[src/rtl/edge_latch_pkg.sv]
package edge_latch_pkg;

    typedef enum logic {
        SEL_ENABLE = 1'b0,
        SEL_STATUS = 1'b1
    } reg_sel_e;

    typedef struct packed {
        logic flag;
        logic pend;
    } src_state_t;

    // Status/enable bit of a source's flag: events first, then pin pairs.
    function automatic int flag_pos(input int src, input int num_evt);
        return (src < num_evt) ? src : num_evt + 2 * (src - num_evt);
    endfunction

    function automatic int level_pos(input int src, input int num_evt);
        return flag_pos(src, num_evt) + 1;
    endfunction

endpackage

[src/rtl/el_sync.sv]
module el_sync #(
    parameter int W      = 6,
    parameter int STAGES = 2
) (
    input  logic         clk,
    input  logic         rst,
    input  logic [W-1:0] d_i,
    output logic [W-1:0] q_o,
    output logic [W-1:0] rise_o,
    output logic [W-1:0] fall_o
);
    logic [W-1:0] chain [STAGES];
    logic [W-1:0] prev_q;

    always_ff @(posedge clk) begin
        if (rst) chain[0] <= '0;
        else     chain[0] <= d_i;
    end

    for (genvar g = 1; g < STAGES; g++) begin : g_stage
        always_ff @(posedge clk) begin
            if (rst) chain[g] <= '0;
            else     chain[g] <= chain[g-1];
        end
    end

    always_ff @(posedge clk) begin
        if (rst) prev_q <= '0;
        else     prev_q <= chain[STAGES-1];
    end

    assign q_o    = chain[STAGES-1];
    assign rise_o = chain[STAGES-1] & ~prev_q;
    assign fall_o = ~chain[STAGES-1] & prev_q;
endmodule

[src/rtl/el_cell.sv]
module el_cell
    import edge_latch_pkg::*;
#(
    parameter bit HAS_LEVEL = 1'b1
) (
    input  logic clk,
    input  logic rst,
    input  logic hit_i,
    input  logic ack_i,
    input  logic live_i,
    output logic flag_o,
    output logic pend_o,
    output logic level_o
);
    src_state_t st_q;

    always_ff @(posedge clk) begin
        if (rst) begin
            st_q <= '0;
        end else if (ack_i) begin
            st_q.flag <= 1'b0;
            st_q.pend <= st_q.pend | hit_i;
        end else if (st_q.flag) begin
            st_q.pend <= st_q.pend | hit_i;
        end else begin
            st_q.flag <= st_q.pend | hit_i;
            st_q.pend <= 1'b0;
        end
    end

    assign flag_o = st_q.flag;
    assign pend_o = st_q.pend;

    if (HAS_LEVEL) begin : g_level
        logic lvl_q;
        always_ff @(posedge clk) begin
            if (rst)              lvl_q <= 1'b0;
            else if (!st_q.flag)  lvl_q <= live_i;
        end
        assign level_o = st_q.flag ? lvl_q : live_i;
    end else begin : g_nolevel
        assign level_o = 1'b0;
    end
endmodule

[src/rtl/edge_latch_stat.sv]
module edge_latch_stat
    import edge_latch_pkg::*;
#(
    parameter int NUM_PINS    = 6,
    parameter int NUM_EVT     = 4,
    parameter int SYNC_STAGES = 2,
    localparam int REG_W      = NUM_EVT + 2 * NUM_PINS,
    localparam int NSRC       = NUM_EVT + NUM_PINS
) (
    input  logic                clk,
    input  logic                rst,
    input  logic [NUM_PINS-1:0] pins_i,
    input  logic [NUM_EVT-1:0]  evt_i,
    input  logic                addr_i,
    input  logic                wr_i,
    input  logic [REG_W-1:0]    wdata_i,
    output logic [REG_W-1:0]    rdata_o,
    output logic                irq_o
);
    logic [NUM_PINS-1:0] pin_s, pin_rise, pin_fall;
    logic [REG_W-1:0]    en_q;
    logic [REG_W-1:0]    stat_vec;
    logic [NSRC-1:0]     flag_vec, pend_vec, hit_vec, ack_vec;
    logic                stat_wr;

    el_sync #(.W(NUM_PINS), .STAGES(SYNC_STAGES)) u_sync (
        .clk    (clk),
        .rst    (rst),
        .d_i    (pins_i),
        .q_o    (pin_s),
        .rise_o (pin_rise),
        .fall_o (pin_fall)
    );

    always_ff @(posedge clk) begin
        if (rst)                                  en_q <= '0;
        else if (wr_i && addr_i == SEL_ENABLE)    en_q <= wdata_i;
    end

    assign stat_wr = wr_i && (addr_i == SEL_STATUS);

    for (genvar s = 0; s < NSRC; s++) begin : g_src
        localparam int FP = flag_pos(s, NUM_EVT);
        assign ack_vec[s] = stat_wr && wdata_i[FP];
        if (s < NUM_EVT) begin : g_evt
            logic unused_lvl;
            assign hit_vec[s] = evt_i[s] & en_q[FP];
            el_cell #(.HAS_LEVEL(1'b0)) u_cell (
                .clk     (clk),
                .rst     (rst),
                .hit_i   (hit_vec[s]),
                .ack_i   (ack_vec[s]),
                .live_i  (1'b0),
                .flag_o  (flag_vec[s]),
                .pend_o  (pend_vec[s]),
                .level_o (unused_lvl)
            );
            assign stat_vec[FP] = flag_vec[s];
        end else begin : g_pin
            localparam int P = s - NUM_EVT;
            assign hit_vec[s] = (pin_rise[P] & en_q[FP+1])
                              | (pin_fall[P] & en_q[FP]);
            el_cell #(.HAS_LEVEL(1'b1)) u_cell (
                .clk     (clk),
                .rst     (rst),
                .hit_i   (hit_vec[s]),
                .ack_i   (ack_vec[s]),
                .live_i  (pin_s[P]),
                .flag_o  (flag_vec[s]),
                .pend_o  (pend_vec[s]),
                .level_o (stat_vec[FP+1])
            );
            assign stat_vec[FP] = flag_vec[s];
        end
    end

    assign rdata_o = (addr_i == SEL_STATUS) ? stat_vec : en_q;
    assign irq_o   = (|flag_vec) & ~rst;
endmodule

[config.mk]
export PLATFORM = sky130hd
export DESIGN_NAME = edge_latch_stat
export DESIGN_NICKNAME = d
export VERILOG_FILES = /design/src/rtl/edge_latch_pkg.sv /design/src/rtl/el_sync.sv /design/src/rtl/el_cell.sv /design/src/rtl/edge_latch_stat.sv
export SDC_FILE = /design/constraint.sdc
export NUM_CORES = 1
export LEC_CHECK = 0
export BUFFER_PORTS_ARGS = -buffer_cell sky130_fd_sc_hd__buf_2
export CAP_MARGIN = 20
export CORE_MARGIN = 5
export CORE_UTILIZATION = 53
export CTS_CLUSTER_DIAMETER = 100
export CTS_CLUSTER_SIZE = 24
export DETAILED_ROUTE_END_ITERATION = 7
export PLACE_DENSITY = 0.78
export SETUP_SLACK_MARGIN = 0.3
export SLEW_MARGIN = 30
export SYNTH_ARGS = -nofsm -noshare
export SYNTH_HDL_FRONTEND = slang
export SYNTH_SLANG_ARGS = --single-unit
export TNS_END_PERCENT = 50
[constraint.sdc]
create_clock -name clk -period 3.5 [get_ports clk]
set_clock_uncertainty 0.15 [all_clocks]
set_input_delay 0.175 -clock clk [delete_from_list [all_inputs] [get_ports clk]]
set_output_delay 0.175 -clock clk [all_outputs]
set_load 0.03 [all_outputs]
# Word-level counts from Yosys, hierarchy flattened
# Memory sizes are Yosys's and may differ from the RTL's.
# Cells that the tools add are included.
# Widths: inputs -> output; s select.
# word_totals
input_bits	30
rom_bits	0
elab_cells	135
reg_bits	48
latch_bits	0
ramBits	12
memories	1
# mem_list
name	depth	word_bits	rd	rd_clocked_by_memory_dff	wr	line_no	rtl
u_sync.chain	2	6	2	0	2	el_sync.sv:12	logic [W-1:0] chain [STAGES];
# classes
order_cmp	0
bitwise	41
n_mux	42
mul	0
n_div	0
n_reduce_logical	23
shift	0
add_sub_neg	0
n_eq_ne	0
# ops
operator	count
$mux 1	39
$reduce_or 2->1	10
$or 1x1->1	18
$and 1x1->1	17
$mux 16	1
$and 6x6->6	2
$logic_and 1x1->1	12
$mux 6	2
$not 6->6	2
$reduce_or 10->1	1
$not 1->1	2

# Longest topological paths before layout
# Gate-level depths: netlist of run 1.
# An unclocked memory read counts as a cell.
# logic_depth
word_depth	8
depth_mapped	6

# Modules after synthesis
# From an unflattened synthesis of run 1, not the netlist that was laid out.
# unflattened
hier_cells	252
area_unflattened_um2	2523.7
# modules_own_cells
module	n_inst	cells_each	seq_area_each_um2	area_each_um2
edge_latch_stat	1	117	320.3	1021.0
el_cell at g_src[4].g_pin.u_cell ...	6	9	60.1	108.9
el_sync	1	49	360.3	564.3
el_cell at g_src[0].g_evt.u_cell ...	4	8	40.0	71.3

# Worst setup path before layout of run 1
# Ideal clock, no wire load.
# synth_path
path_kind	input port to output port
start	input port rst
end	output port irq_o
n_path_buf	2
arrival_ns	1.060
stages	3
slack_ns	2.115
cell_sequence	buf_2 > clkbuf_1 > a41oi_1
# synth_between
elab_chain_len	2
# synth_rtl
item	line_no	rtl
start, declared	edge_latch_stat.sv:11	input logic rst,
$not 1->1	edge_latch_stat.sv:78	assign irq_o = (|flag_vec) & ~rst;
$and 1x1->1	edge_latch_stat.sv:78	
end, declared	edge_latch_stat.sv:18	output logic irq_o
# Every way passes these cells.

# Worst setup path after layout of run 1
# layout_path
start	register g_src[9].g_pin.u_cell.st_q, in the netlist g_src[9].g_pin.u_cell.flag_o
end	output port irq_o
# layout_between
elab_chain_len	2
# layout_rtl
item	line_no	rtl
start, declared	el_cell.sv:15	src_state_t st_q;
$reduce_or 10->1	edge_latch_stat.sv:78	
$and 1x1->1	edge_latch_stat.sv:78	
# Every way passes these cells.

==> metrics.md, run 1 <==
| Metric | Value |
|---|---|
| CP Capture Type | primary output |
| Routed wire length | roughly 5000 um |
| Core area | 4320 um^2 |
| Synthesized cell area | 2360 um^2 |
| Total CTS buffers | 9 |
| Reg2Reg Depth | 3 |
| Vias after detailed routing | 1882 |
| FF+latch count, synth | 60 |
| VDD IR max | about 240 uV |
| CP arrival | 1520 ps |
| Worst Hold Class | input port to register |
| Area share of the largest cell type after synthesis | 50.9% |
| WP buf/inv | 1 |
| Most frequent cells in the layout | 60 x dfxtp_1, 46 x buf_2, 32 x a21oi_1, 32 x nand2_1, 25 x dlygate4sd3_1 |
| Worst Slack Setup Final | between 1500 and 2000 ps |
| Family with the most delay on the worst path | simple AND/OR/NAND/NOR gates |
| Routed wire per std cell | 13.7 um |
| Multi-input gate area | 980 um^2 |
| CTS clk-pin slew, worst paths | around 60 ps |
| Ys async rst share | 0% |
| Number of library cell types mapped by synthesis | 24 |
| Synth warn | 0 |
| Hold path cells | 3 |
| Vias in the first global route | 1893 |
| Unrepaired setup endpoints after global routing | false |
| Die area | 5880 um^2 |
| Initial antenna violation count | 0 |
| Commonest non-fill, non-tap cell in the layout | dfxtp_1 |
| Clock tree sinks | 60 |
| DRT antenna net count | 0 |
| H-tree levels | 3 |
| # IOs | 47 |
| Initial core utilization | between 50% and 60% |
| Area grow syn2layout | 24.6% |
| Max-cap violations | 0 |
| FILL cells | between 300 and 400 |
| Sequential share of the synthesized area | 50.9% |
| Synth Flop Type | dfxtp_1 |
| Via/cell ratio | 5.17 |
| Worst slack, placed | about 1800 ps |
| Final max-slew violation count | 0 |
| Cell taking the most area after synthesis | dfxtp_1 |
| CP cell instances | nor4_1 > a41oi_1 > buf_2 |
| Die H | 76.7 um |
| Post-DP HPWL | roughly 3200 um |
| Status | complete, no violations |
| CP Max Fanout | 5 |
| Core Rows | 24 |
| Final setup vio count | 0 |
| Layout cells sized above 1 | 26.3% |
| Avg Cell Area, Syn | 9.67 um^2 |
| Leak | 1.17 nW |
| Crit path launch type | register |
| Fin area | 2940 um^2 |
| Setup Crit Path Kind | register to primary output |
| Setup TNS | 0 ps |
| RePlAce Congestion | roughly 0.76 |
| Worst R2R Start | u_sync.chain[1][5]$_SDFF_PP0_ |
| Min-delay src | evt_i[2] |
| Slew HR | about two fifths |
| Area occupied by registers | between 1000 and 1500 um^2 |
| Clock tree from TritonCTS | done |
| Root buf cell | clkbuf_8 |
| Final nets | 341 |
| Power per unit of standard cell area | about 460 nW/um^2 |
| IO Port Bufs | 46 |
| RR Endpoint | g_src[9].g_pin.u_cell.pend_o$_SDFF_PP0_ |
| Worst Hold Endpoint | g_src[2].g_evt.u_cell.pend_o$_SDFF_PP0_ |
| Final Cycle Share | 52.7% |
| Post-CTS Setup Inserts | 0 |
| FF-to-FF setup slack | 2160 ps |
| Post-layout util | 68.0% |
| Net Count, Synth | 274 |
| Post-DP Area | between 2000 and 3000 um^2 |
| First-pass GRT wire length | between 8000 and 9000 um |
| DRT Pass-1 Iters | 4 |
| Largest net degree at the start of global routing | 50 |
| Worst path depth | 3 |
| Largest cells by area after synthesis | dfxtp_1 51%, a21oi_1 6.8%, a221oi_2 5.7% |
| Total GRT Usage | ~18% |
| Final min period | 1850 ps |
| Syn Inst Count | 244 |
| Buffer levels on the longest clock path | 2 |
| Clk Latency, worst-skew pair | 330 ps |
| # DRC | 0 |
| Worst slew pin tran | about 930 ps |
| CP required | 3170 ps |
| Initial DRC count | around 110 |
| Max incr delay on CP | 420 ps |
| CP max stage cell | nor4_1 |
| Post-synth EDFFs | 0 |
| Antenna cells | 0 |
| Fmax | 542 MHz |
| Final hold vios | 0 |
| Die width | 76.7 um |
| Aggregate global routing overflow | 0 |
==> worst max path at each step <==
| stage | endpoint | slack (ps) | from |
|---|---|---|---|
| final | irq_o | 1650 | g_src[9].g_pin.u_cell.flag_o$_SDFF_PP0_ |
| after global routing | irq_o | 1580 | g_src[9].g_pin.u_cell.flag_o$_SDFF_PP0_ |
| after CTS | irq_o | 1630 | g_src[9].g_pin.u_cell.flag_o$_SDFF_PP0_ |
| after detailed placement | en_q[10]$_SDFFE_PP0P_ | 1810 | addr_i |
| after global placement | en_q[10]$_SDFFE_PP0P_ | 1830 | addr_i |
| after floorplan | irq_o | 2110 | rst |
==> cell usage after synthesis, drive strengths merged (10+ instances only) <==
| master | n |
|---|---|
| a21oi | 36 |
| a221oi | 10 |
| buf | 11 |
| dfxtp | 60 |
| inv | 16 |
| mux2 | 10 |
| nand2 | 32 |
| nor2 | 16 |
| nor2b | 15 |
| nor3 | 10 |
==> tightest hold or removal path: cells and delay by family <==
family | cells | cell delay, ps
buffers and inverters | 1 | 80
and+or+nand+nor | 1 | 120
AOI/OAI and AO/OA | 1 | 80
==> report_power, final <==
part	total, mW	switching (mW)	internal [mW]
logic	0.152	0.0864	0.0660
clock network	0.491	0.231	0.260
registers	0.719	0.0138	0.705
total	1.36	0.331	1.03
==> state kept, by name, summed over array words and instances, names as in the netlist <==
register	cells
en_q	16
u_sync.prev_q	6
g_src.g_pin.u_cell.flag_o	6
g_src.g_evt.u_cell.flag_o	4
u_sync.chain	12
g_src.g_pin.u_cell.g_level.lvl_q	6
g_src.g_evt.u_cell.pend_o	4
g_src.g_pin.u_cell.pend_o	6
==> layer usage <==
layer  GRT usage [%]  up-vias  part of all wire [%]
met2            29.8       38                    49
met1            21.0      867                    44
met4            7.34        0                   1.5
met3            7.26        7                   5.5
li1                -      970                     -
met5               0        -                     0
==> area by class of cell <==
type,instances,share of cell area (%)
well taps,52,2.21
multi-input cells,152,33.3
flip-flops and latches,60,40.9
inverters,16,2.04
clock buffers,12,4.94
repair buffers,72,16.6
==> kinds of logic (layout without fill, tap and decap cells) <==
group,after synthesis,count (layout),synth area share [%]
compound gates,53,53,17.0
buf+inv,32,100,7.53
simple gates,83,83,17.2
mux,16,16,7.32
flops,60,60,50.9
==> stage by stage <==
step / hold slack [ps] / std cells / power, mW
CTS: 8.09 / 364 / 1.38
global placement: 232 / 327 / 0.862
finish: 15.9 / 364 / 1.36
detailed placement: 239 / 327 / 0.865
floorplan: 113 / 244 / 0.827
global route: 64.6 / 364 / 1.43
==> repair_timing <==
action / CTS / global route
endpoints found under the hold margin: 35 / 0
endpoints found under the setup margin: 0 / 0
hold buffers: 25 / 0
gates resized for setup: 0 / 0
Note: power is estimated with default switching activity, not from simulation.
==> run 2: changes to the inputs <==
--- a/config.mk
+++ b/config.mk
@@ -8,11 +8,11 @@
 export BUFFER_PORTS_ARGS = -buffer_cell sky130_fd_sc_hd__buf_2
 export CAP_MARGIN = 20
 export CORE_MARGIN = 5
-export CORE_UTILIZATION = 53
+export CORE_UTILIZATION = 48
 export CTS_CLUSTER_DIAMETER = 100
 export CTS_CLUSTER_SIZE = 24
 export DETAILED_ROUTE_END_ITERATION = 7
-export PLACE_DENSITY = 0.78
+export PLACE_DENSITY = 0.75
 export SETUP_SLACK_MARGIN = 0.3
 export SLEW_MARGIN = 30
 export SYNTH_ARGS = -nofsm -noshare
==> constraint.sdc (replaced) <==
create_clock -name clk -period 1.5 [get_ports clk]
set_clock_uncertainty 0.15 [all_clocks]
set_input_delay 0.075 -clock clk [delete_from_list [all_inputs] [get_ports clk]]
set_output_delay 0.075 -clock clk [all_outputs]
set_load 0.03 [all_outputs]
==> metrics.md, run 2 (synthesis results as in run 1) <==
| Metric | Value |
|---|---|
| Total CTS buffers | 9 (unchanged) |
| Placed cells | 350 (+7.0%) |
| # DRC | 0 (unchanged) |
| Aggregate global routing overflow | 0 (unchanged) |
| Cell Count, Final, Fillers Out | 402 (+10%) |
| H-tree levels | 3 (unchanged) |
| P_sw | 0.877 mW (+160%) |
| Power share of the sequential group | 49.1% (-3.7 points) |
| Vias after detailed routing | 2061 (+9.5%) |
| Final hold vios | 0 (unchanged) |
| Worst slack, placed | 156 ps (-1650 ps) |
| Final setup vio count | 3 (+3) |
| Combinational share of power | 13.8% (+2.6 points) |
| Status | complete, but fails checks |
| Unrepaired setup endpoints after global routing | true |
| CP Capture Type | primary output |
| Clk pwr share | 37.1% (+1.0 points) |
| Routed wire length | 6320 um (+27%) |
| Clock tree sinks | 60 (unchanged) |
| Leak | 1.38 nW (+18%) |
| Vias in the first global route | 2059 (+8.8%) |
| Antenna cells | 0 (unchanged) |
| Final max-slew violation count | 0 (unchanged) |
| Total GRT Usage | 19.8% (+1.6 points) |
| Commonest non-fill, non-tap cell in the layout | dfxtp_1 |
| Root buf cell | clkbuf_8 |
| Worst slew pin tran | 527 ps (-401 ps) |
| CP Max Fanout | 3 (-2) |
| Biggest regs | en_q (16), u_sync.chain (12) |
| Worst Hold Endpoint | en_q[8]$_SDFFE_PP0P_ |
| Worst R2R Start | u_sync.chain[1][0]$_SDFF_PP0_ |
| Die H | 80.1 um (+4.4%) |
| Initial DRC count | 87 (-22%) |
| Core area | 4750 um^2 (+10%) |
| Slew HR | 64.8% (+27 points) |
| CTS clk-pin slew, worst paths | 60 ps (about the same) |
| # IOs | 47 (unchanged) |
| Die area | 6420 um^2 (+9.0%) |
| FILL cells | 333 (-6.2%) |
| Initial antenna violation count | 0 (unchanged) |
| Routed wire per std cell | 15.7 um (+15%) |
| FF-to-FF setup slack | 220 ps (-1940 ps) |
| IO Port Bufs | 46 (unchanged) |
| Worst Hold Class | input port to register |
| Post-DP Area | 2650 um^2 (+4.2%) |
| Largest net degree at the start of global routing | 31 (-38%) |
| Buffer levels on the longest clock path | 2 (unchanged) |
| Min-delay src | addr_i |
| Final min period | 1570 ps |
| DRT Pass-1 Iters | 6 (+2) |
| Clk Latency, worst-skew pair | 330 ps (about the same) |
| Setup TNS | -87.1 ps (-87.1 ps) |
| VDD IR max | 601 uV (+150%) |
| Final nets | 361 (+5.9%) |
| Violated checks | negative setup slack |
| Fin area | 3540 um^2 (+20%) |
| Area grow syn2layout | 50.0% |
| Via/cell ratio | 5.13 (-0.84%) |
| Layout cells sized above 1 | 43.6% (+17 points) |
| Max FFs per register | 16 (unchanged) |
| CP arrival | 1340 ps (-180 ps) |
| First-pass GRT wire length | 9430 um (+9.2%) |
| RePlAce Congestion | 0.826 (+8.4%) |
| Reg2Reg Depth | 3 (unchanged) |
| Most frequent cells in the layout | 41 x dfxtp_1, 32 x nand2_1, 29 x buf_2 |
| Crit path launch type | register |
| RR Endpoint | g_src[4].g_pin.u_cell.flag_o$_SDFF_PP0_ |
| Die width | 80.1 um (+4.4%) |
| CP required | 1270 ps (-1900 ps) |
| Final Cycle Share | 104% |
| Core Rows | 25 (+4.2%) |
| Initial core utilization | 49.6% (-4.9 points) |
| Internal | 2.55 mW (+150%) |
| Largest Register | en_q |
| Post-DP HPWL | 3540 um (+9.4%) |
| Worst Slack Setup Final | -66.6 ps (-1720 ps) |
| Power per unit of standard cell area | 967 nW/um^2 (+110%) |
| Max-cap violations | 0 (unchanged) |
| Clock tree from TritonCTS | done |
| DRT antenna net count | 0 (unchanged) |
| Setup Crit Path Kind | register to primary output |
| Hold path cells | 4 (+1) |
| Switching Share | 25.6% (+1.3 points) |
| Fmax | 638 MHz |
## run 2: power groups by stage
stage | clock [mW] | combinational, mW | sequential [mW]
final | 1.27 | 0.474 | 1.68
after global routing | 1.35 | 0.507 | 1.68
after CTS | 1.28 | 0.443 | 1.68
after detailed placement | 0 | 0.336 | 1.71
after global placement | 0 | 0.332 | 1.71
after floorplan | 0 | 0.234 | 1.70
## run 2: cell type report
cell class / count / area [um^2] / share of cell area (%)
repair buffers: 92 / 792 / 22.4
flip-flops and latches: 60 / 1240 / 35.2
clock buffers: 13 / 159 / 4.49
inverters: 16 / 60.1 / 1.70
well taps: 67 / 83.8 / 2.37
multi-input cells: 152 / 1190 / 33.6
clock inverters: 2 / 10.0 / 0.283
## run 2: worst max-delay path by stage
stage / from / to / depth (start not counted)
4_1_cts: g_src[8].g_pin.u_cell.flag_o$_SDFF_PP0_ / irq_o / 3
6_report: g_src[8].g_pin.u_cell.flag_o$_SDFF_PP0_ / irq_o / 3
3_3_place_gp: g_src[9].g_pin.u_cell.flag_o$_SDFF_PP0_ / irq_o / 3
2_1_floorplan: g_src[7].g_pin.u_cell.flag_o$_SDFF_PP0_ / rdata_o[11] / 2
3_5_place_dp: g_src[9].g_pin.u_cell.flag_o$_SDFF_PP0_ / irq_o / 3
5_1_grt: g_src[8].g_pin.u_cell.flag_o$_SDFF_PP0_ / irq_o / 3
## run 2: metrics by stage
| step | hold slack, ps | utilization [%] | power, mW |
|---|---|---|---|
| finish | 0.226 | 74.4 | 3.42 |
| CTS | -12.5 | 70.7 | 3.39 |
| global placement | 132 | 55.7 | 2.04 |
| detailed placement | 137 | 55.7 | 2.05 |
| global route | 22.6 | 74.4 | 3.54 |
| floorplan | 13.2 | - | 1.93 |
## run 2: routing by layer
metal / vias to the layer above / share of wire, % / track usage (%)
li1: 1011 / - / -
met1: 976 / 41 / 20.9
met2: 64 / 52 / 35.6
met3: 10 / 4.5 / 3.92
met4: 0 / 2.2 / 12.3
met5: - / 0 / 0
## run 2: timing repair
item                                    in CTS  in global routing
endpoints found under the hold margin       42                  0
hold buffers                                26                  0
pin swaps                                    6                 14
setup buffers                                4                  7
endpoints found under the setup margin      24                 28
gates resized for setup                     72                 28
## run 2: worst max-delay path, stage by stage (launching register included)
cell     delay, ps
dfxtp_4        370
nor4_4         300
a41oi_2        170
buf_6          170
